**config.mk**
```make
export PLATFORM = sky130hd
export DESIGN_NAME = pkt_tx_latency_adapter
export DESIGN_NICKNAME = d
export VERILOG_FILES = /design/src/rtl/pkt_tx_pkg.sv /design/src/rtl/pkt_tx_framer.sv /design/src/rtl/pkt_tx_fifo.sv /design/src/rtl/pkt_tx_credit.sv /design/src/rtl/pkt_tx_latency_adapter.sv
export SDC_FILE = /design/constraint.sdc
export NUM_CORES = 2
export LEC_CHECK = 0
export ABC_AREA = 1
export BUFFER_PORTS_ARGS = -buffer_cell sky130_fd_sc_hd__buf_2
export CAP_MARGIN = 20
export CORE_MARGIN = 8
export CORE_UTILIZATION = 35
export DETAILED_ROUTE_END_ITERATION = 10
export SLEW_MARGIN = 20
export SYNTH_ARGS = -nofsm -noshare
export SYNTH_HDL_FRONTEND = slang
export SYNTH_HIERARCHICAL = 1
export SYNTH_SLANG_ARGS = --single-unit
```
**constraint.sdc**
```tcl
create_clock -name clk -period 18.05 [get_ports clk]
set_input_delay 3.61 -clock clk [delete_from_list [all_inputs] [get_ports clk]]
set_output_delay 3.61 -clock clk [all_outputs]
set_load 0.01 [all_outputs]
```
**src/rtl/pkt_tx_pkg.sv**
```systemverilog
package pkt_tx_pkg;
   localparam int BEAT_W      = 256;
   localparam int QW_PER_BEAT = BEAT_W / 64;
   localparam int EMPTY_W     = $clog2(QW_PER_BEAT);

   typedef struct packed {
      logic [BEAT_W-1:0]  data;
      logic               sop;
      logic               eop;
      logic               err;
      logic [EMPTY_W-1:0] empty;
   } beat_t;
endpackage

```
**src/rtl/pkt_tx_framer.sv**
```systemverilog
module pkt_tx_framer
   import pkt_tx_pkg::*;
#(
   parameter int CNT_W = 16
) (
   input  logic             clk,
   input  logic             rst_n,
   input  logic             in_fire,
   input  beat_t            in_beat,
   output beat_t            out_beat,
   output logic             viol,
   output logic [CNT_W-1:0] drops
);
   logic open_q, pend_q, viol_q;
   logic [CNT_W-1:0] drop_q;
   logic pend_eff, viol_now, lone_null;

   always_comb begin
      pend_eff       = in_beat.sop ? 1'b0 : pend_q;
      out_beat       = in_beat;
      out_beat.err   = in_beat.eop & (in_beat.err | pend_eff);
      out_beat.empty = in_beat.eop ? in_beat.empty : '0;
      viol_now = in_fire & ((in_beat.sop & open_q) |
                            (in_beat.eop & ~in_beat.sop & ~open_q) |
                            (in_beat.err & ~in_beat.eop));
      lone_null = in_fire & in_beat.sop & in_beat.eop & in_beat.err;
   end

   always_ff @(posedge clk) begin
      if (!rst_n) begin
         open_q <= 1'b0;
         pend_q <= 1'b0;
         viol_q <= 1'b0;
         drop_q <= '0;
      end else begin
         if (viol_now) viol_q <= 1'b1;
         if (lone_null) drop_q <= drop_q + 1'b1;
         if (in_fire) begin
            open_q <= ~in_beat.eop & (in_beat.sop | open_q);
            pend_q <= ~in_beat.eop & (pend_eff | in_beat.err);
         end
      end
   end

   assign viol  = viol_q;
   assign drops = drop_q;

   p_viol_sticky_r7: assert property (@(posedge clk) disable iff (!rst_n)
      viol_q |=> viol_q);
   p_carry_to_eop_r5: assert property (@(posedge clk) disable iff (!rst_n)
      (in_fire && in_beat.err && !in_beat.eop) |=> pend_q);
endmodule

```
**src/rtl/pkt_tx_fifo.sv**
```systemverilog
module pkt_tx_fifo
   import pkt_tx_pkg::*;
#(
   parameter int DEPTH = 8,
   localparam int AW = (DEPTH > 1) ? $clog2(DEPTH) : 1,
   localparam int CW = $clog2(DEPTH + 1)
) (
   input  logic          clk,
   input  logic          rst_n,
   input  logic          push,
   input  beat_t         push_beat,
   input  logic          pop,
   output beat_t         pop_beat,
   output logic [CW-1:0] count
);
   beat_t mem [DEPTH];
   logic [AW-1:0] wr_q, rd_q, wr_nx, rd_nx;
   logic [CW-1:0] cnt_q;

   if (DEPTH < 4) begin : g_depth_bad
      $error("pkt_tx_fifo: DEPTH must be at least 4");
   end

   if ((1 << AW) == DEPTH) begin : g_pow2
      assign wr_nx = wr_q + 1'b1;
      assign rd_nx = rd_q + 1'b1;
   end else begin : g_wrap
      assign wr_nx = (wr_q == AW'(DEPTH - 1)) ? '0 : wr_q + 1'b1;
      assign rd_nx = (rd_q == AW'(DEPTH - 1)) ? '0 : rd_q + 1'b1;
   end

   always_ff @(posedge clk) begin
      if (push) mem[wr_q] <= push_beat;
   end

   always_ff @(posedge clk) begin
      if (!rst_n) begin
         wr_q  <= '0;
         rd_q  <= '0;
         cnt_q <= '0;
      end else begin
         if (push) wr_q <= wr_nx;
         if (pop)  rd_q <= rd_nx;
         if (push && !pop)      cnt_q <= cnt_q + 1'b1;
         else if (pop && !push) cnt_q <= cnt_q - 1'b1;
      end
   end

   assign pop_beat = mem[rd_q];
   assign count    = cnt_q;

   p_no_overflow_r3: assert property (@(posedge clk) disable iff (!rst_n)
      push |-> (cnt_q < CW'(DEPTH)));
   p_no_underflow_r4: assert property (@(posedge clk) disable iff (!rst_n)
      pop |-> (cnt_q != '0));
endmodule

```
**src/rtl/pkt_tx_credit.sv**
```systemverilog
module pkt_tx_credit #(
   parameter int RDY_LAT = 3
) (
   input  logic clk,
   input  logic rst_n,
   input  logic snk_ready,
   output logic grant
);
   if (RDY_LAT < 2) begin : g_lat_bad
      $error("pkt_tx_credit: RDY_LAT must be at least 2");
   end

   if (RDY_LAT == 2) begin : g_single
      logic hist_q;
      always_ff @(posedge clk) begin
         if (!rst_n) hist_q <= 1'b0;
         else        hist_q <= snk_ready;
      end
      assign grant = hist_q;
   end else begin : g_chain
      logic [RDY_LAT-2:0] hist_q;
      always_ff @(posedge clk) begin
         if (!rst_n) hist_q <= '0;
         else        hist_q <= {hist_q[RDY_LAT-3:0], snk_ready};
      end
      assign grant = hist_q[RDY_LAT-2];
   end
endmodule

```
**src/rtl/pkt_tx_latency_adapter.sv**
```systemverilog
module pkt_tx_latency_adapter
   import pkt_tx_pkg::*;
#(
   parameter int DEPTH   = 8,
   parameter int RDY_LAT = 3,
   parameter int CNT_W   = 16
) (
   input  logic               clk,
   input  logic               rst_n,
   input  logic               src_valid,
   output logic               src_ready,
   input  logic [BEAT_W-1:0]  src_data,
   input  logic               src_sop,
   input  logic               src_eop,
   input  logic               src_err,
   input  logic [EMPTY_W-1:0] src_empty,
   input  logic               snk_ready,
   output logic               snk_valid,
   output logic [BEAT_W-1:0]  snk_data,
   output logic               snk_sop,
   output logic               snk_eop,
   output logic               snk_err,
   output logic [EMPTY_W-1:0] snk_empty,
   output logic               frame_viol,
   output logic [CNT_W-1:0]   drop_count
);
   localparam int CW = $clog2(DEPTH + 1);

   if (DEPTH < RDY_LAT + 1) begin : g_room_bad
      $error("pkt_tx_latency_adapter: DEPTH must be at least RDY_LAT+1");
   end

   beat_t in_beat, fr_beat, head_beat, out_q;
   logic [CW-1:0] count, free;
   logic src_fire, grant, pop, vld_q;

   assign in_beat = '{data: src_data, sop: src_sop, eop: src_eop,
                      err: src_err, empty: src_empty};
   assign free      = CW'(DEPTH) - count;
   assign src_ready = (free >= CW'(RDY_LAT + 1));
   assign src_fire  = src_valid & src_ready;

   pkt_tx_framer #(.CNT_W(CNT_W)) u_framer (
      .clk(clk), .rst_n(rst_n), .in_fire(src_fire), .in_beat(in_beat),
      .out_beat(fr_beat), .viol(frame_viol), .drops(drop_count));

   pkt_tx_fifo #(.DEPTH(DEPTH)) u_fifo (
      .clk(clk), .rst_n(rst_n), .push(src_fire), .push_beat(fr_beat),
      .pop(pop), .pop_beat(head_beat), .count(count));

   pkt_tx_credit #(.RDY_LAT(RDY_LAT)) u_credit (
      .clk(clk), .rst_n(rst_n), .snk_ready(snk_ready), .grant(grant));

   assign pop = grant & (count != '0);

   always_ff @(posedge clk) begin
      if (!rst_n) begin
         vld_q <= 1'b0;
         out_q <= '0;
      end else begin
         vld_q <= pop;
         if (pop) out_q <= head_beat;
      end
   end

   assign snk_valid = vld_q;
   assign snk_data  = out_q.data;
   assign snk_sop   = out_q.sop;
   assign snk_eop   = out_q.eop;
   assign snk_err   = out_q.err;
   assign snk_empty = out_q.empty;

   // Independent record of sink credit for checking the latency rule.
   logic [RDY_LAT-1:0] chk_rdy;
   always_ff @(posedge clk) begin
      if (!rst_n) chk_rdy <= '0;
      else        chk_rdy <= {chk_rdy[RDY_LAT-2:0], snk_ready};
   end

   p_sink_credit_r2: assert property (@(posedge clk) disable iff (!rst_n)
      snk_valid |-> chk_rdy[RDY_LAT-1]);
   p_err_on_eop_r5: assert property (@(posedge clk) disable iff (!rst_n)
      (snk_valid && snk_err) |-> snk_eop);
   p_empty_zero_r6: assert property (@(posedge clk) disable iff (!rst_n)
      (snk_valid && !snk_eop) |-> (snk_empty == '0));
   p_gate_r3: assert property (@(posedge clk) disable iff (!rst_n)
      (count > CW'(DEPTH - RDY_LAT - 1)) |-> !src_ready);
endmodule

```
**Yosys cells after proc, flatten, opt, wreduce, memory -nomap -nowiden**

Memories as Yosys holds them, arrays and structs flattened. A register that Yosys moved wholly into a read port is not among the register bits.
Index checks and enable logic that the tools add are counted.

- Register bits: 32
- Memories: 1
- Input bits: 265
- Logic and storage cells: 50
- RAM bits: 2,088
- Output and inout port bits: 280

- Add/subtract/negate cells: 6
- Reduce and logical (&&, ||, !) cells: 7
- Bitwise gates (word level): 20
- $lt $le $gt $ge: 1
- Multiplexer cells: 6

Memories:

| memory | words | width | read ports | clocked after Yosys merged registers in | write ports | RTL line | text |
|---|---|---|---|---|---|---|---|
| u_fifo.mem | 8 | 261 | 1 | 1 | 1 | pkt_tx_fifo.sv:16 | `beat_t mem [DEPTH];` |

Operators with widths:

| cell | count |
|---|---|
| $add 16x1->16 const B | 1 |
| $and 1x1->1 | 13 |
| $mux 4 | 2 |
| $add 3x1->3 const B | 2 |
| $add 4x1->4 const B | 1 |
| $ge 4x3->1 const B | 1 |
| $or 1x1->1 | 4 |
| $reduce_bool 4->1 | 1 |
| $sub 4x1->4 const B | 1 |
| $sub 4x4->4 const A | 1 |
| $logic_not 1->1 | 3 |
| $mux 1 | 3 |
| $not 1->1 | 3 |
| $logic_and 1x1->1 | 2 |
| $mux 2 | 1 |
| $reduce_bool 2->1 | 1 |

**Longest topological paths before layout**

- Depth after elaboration: 7
- Mapped depth: 17
- Depth with buffers taken out: 15

**Modules after synthesis**

Netlist, hierarchy kept.

By module, submodules not included:

| module | sequential area each (µm²) | area an instance (µm²) | cells an instance | times used |
|---|---|---|---|---|
| pkt_tx_fifo | 62,960.4 | 83,154.8 | 7,014 | 1 |
| pkt_tx_latency_adapter | 5,245.0 | 11,678.7 | 1,723 | 1 |
| pkt_tx_framer | 380.4 | 2,937.8 | 405 | 1 |
| pkt_tx_credit | 40.0 | 55.1 | 6 | 1 |

**Worst setup path before layout**

OpenSTA, ideal clock, no wires.

- Kind: input to register
- Start: in src_valid
- End: mem u_fifo/mem[0][0] (netlist bit), enable pin
- Arrival time: 15,056 ps
- Setup time: 888 ps
- Data required time: 17,162 ps
- Cell stages on the path: 5
- Buffers on the path: 0
- Slack: 2,107 ps
- Cell sequence: nand2_1 inv_1 inv_1 or2_2 nor2_1

- Longest elaborated chain between the ends: 3

RTL lines:

| element | RTL line | text |
|---|---|---|
| start, declared | pkt_tx_latency_adapter.sv:10 | `input logic src_valid,` |
| $and 1x1->1 | pkt_tx_latency_adapter.sv:41 | `assign src_fire = src_valid & src_ready;` |
| net src_fire | pkt_tx_latency_adapter.sv:35 | `logic src_fire, grant, pop, vld_q;` |
| $mux 1 | pkt_tx_fifo.sv:33 | `if (push) mem[wr_q] <= push_beat;` |
| $mux 1 (not written as such) | pkt_tx_fifo.sv:33 |  |
| end, declared | pkt_tx_fifo.sv:16 |  |

The timed path passes the listed nets, and every way through them passes these cells.

**Worst setup path after layout**

- Start: in src_valid
- End: mem u_fifo/mem[2][247] (netlist bit), enable pin

Same word-level chain as after synthesis.

==> flow_summary.json <==
{
  "vias": 63790,
  "dpl_cell_area_um2": 101500,
  "crit_arrival_ps": 7630,
  "cp_common_cell": "buf_4",
  "syn_avg_cell_area_um2": 10.69,
  "crit_chain": "buf_2 > nand2_1 > inv_1 > inv_1 > or2_2 > nor2_4 > buf_4 > buf_4 > buf_4",
  "clk_latency_ps": 900,
  "crit_path_max_incr_delay_ps": 840,
  "grt_max_degree": 209,
  "dieWidth_um": 544.7,
  "drt_iter0_drc": 4952,
  "setup_slack_ps": 10910,
  "crit_buf_inv": 6,
  "drc": 0,
  "fin_area_um2": 110200,
  "clock-sinks": 2384,
  "yosysUniqueCellTypes": 34,
  "yosysTopAreaCell": "edfxtp_1",
  "skew_ps": 43.99,
  "slowest_stage": "buf_4",
  "cts_made_buffers": 265,
  "yosysMostFrequentCell": "nor2_1",
  "rows": 194,
  "synth-edff-count": 2088,
  "ioPinCount": 545,
  "cts_resized": 0,
  "synth_flop_cell": "edfxtp_1",
  "gr-max-usage-layer": "met2",
  "gp_congestion": 0.7687,
  "netlist_top_cells_area": "edfxtp_1, nor2_1, nand2_1, dfxtp_1, o21ai_1",
  "h-tree-depth": 5,
  "slew_headroom_pct": 11.95,
  "syn_nets": 9420,
  "finalPower_w": 0.01452,
  "crit_path_end_kind": "flop",
  "grt_pass1_wl_um": 387900,
  "min_path_cells": 2,
  "clockRootBuffer": "clkbuf_16",
  "synth-async-reset-ratio_pct": 0,
  "start_util_pct": 35.11,
  "powerDensity_nw_per_um2": 131.7,
  "crit_family": "buffers and inverters",
  "dp_slack_ps": 10020,
  "drv_cap": 0,
  "slew_violations": 0,
  "yosysWarnings": 6,
  "worst_slew_pin_slew_ps": 1321,
  "vias_per_cell": 4.832,
  "rsz0062_at_grt": "false",
  "wire_per_inst_um": 19.65,
  "synth_top_cell_area_share_pct": 64.09,
  "syn_to_final_growth_pct": 12.69,
  "vdd_drop_max_v": 0.0001147,
  "cp_max_fo": 57,
  "portBuffers": 544,
  "finalHoldViolations": 0,
  "first_global_vias": 61820,
  "die_h_um": 544.7,
  "p_leak_nw": 41.89,
  "firstDrtPassIters": 5,
  "hold_path_class": "flop to flop",
  "overflow": 0,
  "ys_seq_area_share_pct": 70.15,
  "coreArea_um2": 278700,
  "drive_gt1_share_pct": 11.05,
  "cts_setup_buffers": 0,
  "grt_usage_pct": 16.72,
  "routed_wl_um": 259400,
  "groute.layer.met1.usage_pct": 21.93,
  "hold_buffers": 0,
  "cts_tree": "done",
  "drtAntennaViolNets": 0,
  "syn_inst": 9148,
  "critPathKind": "primary input to flop",
  "max_freq_ghz": 0.1400,
  "timing.setup.tns_ps": 0,
  "synth.ff_latch_count": 2384,
  "status": "completed",
  "ff2ff_path_depth": 15,
  "worst_setup_path_start_kind": "primary input",
  "use_met3_pct": 3.068,
  "critical_path_required_ps": 18540,
  "clk_pin_slew_ps": 60,
  "synthesis.area_um2": 97830,
  "fp.dieArea_um2": 296700,
  "antenna_found_initial": 109,
  "met2_usage_pct": 28.64,
  "timing.final.crit_share_pct": 39.58,
  "synth_common_cells": "nor2_1, edfxtp_1, nand2_1",
  "finalSetupViolCount": 0,
  "clk_path_buf_depth": 4,
  "fin_nets": 9511,
  "path_depth": 9,
  "period_minus_slack_ps": 7144,
  "dpl.hpwl_um": 146100
}
## area by class of cell
type	instances	area, um^2
Fill cell	26820	168400
Inverter	302	1165
Multi-Input combinational cell	5655	23500
Clock buffer	356	7355
Tap cell	3724	4659
Antenna cell	24	60.06
Sequential cell	2384	68640
Timing Repair Buffer	631	3572
Clock inverter	125	1294
## logic make-up after synthesis
logic type | synth area share [%]
and+or+nand+nor | 16.95
adders and majority gates | 0.09720
DFF | 70.15
buffers and inverters | 5.899
AOI/OAI and AO/OA | 6.881
xor gates and xnor gates | 0.02686
## per-layer routing
| metal | up-vias | wire (um) |
|---|---|---|
| li1 | 30670 | - |
| met1 | 30960 | 111300 |
| met2 | 1641 | 126300 |
| met3 | 473 | 15170 |
| met4 | 42 | 6446 |
| met5 | - | 264 |
## stage by stage
stage	util [%]	instances	hold WS, ps
floorplan	-	9148	390.0
global placement	36.42	12690	390.9
detailed placement	36.43	12700	405.5
CTS	39.53	13180	414.9
global route	39.55	13190	432.8
finish	39.56	13200	417.2
## power breakdown
group | leakage [nW] | switching (W) | internal [W] | total (W)
clock network | 4.23 | 0.00223 | 0.00308 | 0.00531
registers | 21.3 | 0.000138 | 0.00651 | 0.00665
logic | 16.3 | 0.00190 | 0.000664 | 0.00257
## worst register-to-register path, delay by kind of cell (launching register included)
family          cells  cell delay, ps
flops               1             550
buf+inv             6            4210
simple gates        8             830
compound gates      1              90
## sequential cells by signal, summed over array words and instances (netlist names), named ones only
name	flops
u_framer/open_q	1
u_framer/pend_q	1
u_framer/viol	1
u_fifo/wr_q	3
snk_empty	2
snk_valid	1
u_framer/drops	16
snk_eop	1
u_fifo/mem	2088
snk_sop	1
snk_data	256
snk_err	1
u_credit/g_chain.hist_q	2
u_fifo/count	4
u_fifo/rd_q	3
## placed cells by master, fill, tap and decap left out, types with 8 or more instances in the layout
| master | Yosys | layout |
|---|---|---|
| buf_12 | 0 | 13 |
| clkbuf_8 | 0 | 19 |
| dfxtp_1 | 296 | 292 |
| o21ai_1 | 542 | 542 |
| inv_1 | 299 | 299 |
| a21oi_1 | 281 | 281 |
| nand2_1 | 1620 | 1620 |
| buf_4 | 271 | 72 |
| clkbuf_16 | 0 | 273 |
| clkinv_1 | 0 | 43 |
| nor2_4 | 2 | 10 |
| clkinv_16 | 0 | 8 |
| buf_2 | 288 | 543 |
| nor2_1 | 2391 | 2383 |
| edfxtp_1 | 2088 | 2088 |
| clkinv_2 | 0 | 36 |
| nand3_1 | 269 | 269 |
| inv_16 | 0 | 8 |
| clkbuf_1 | 177 | 57 |
| diode_2 | 0 | 24 |
| o21ai_0 | 518 | 518 |
| bufinv_16 | 0 | 12 |
## worst paths after layout
path                                    startpoint  slack (ps)                                     to
min          u_credit/g_chain.hist_q[0]$_SDFF_PN0_         420  u_credit/g_chain.hist_q[1]$_SDFF_PN0_
max                                      src_valid       10910           u_fifo/mem[2][247]$_DFFE_PP_
min reg2reg  u_credit/g_chain.hist_q[0]$_SDFF_PN0_         420  u_credit/g_chain.hist_q[1]$_SDFF_PN0_
max reg2reg                                   flop       12310             snk_data[108]$_SDFFE_PN0P_
Power figures use the tool's default switching activity.
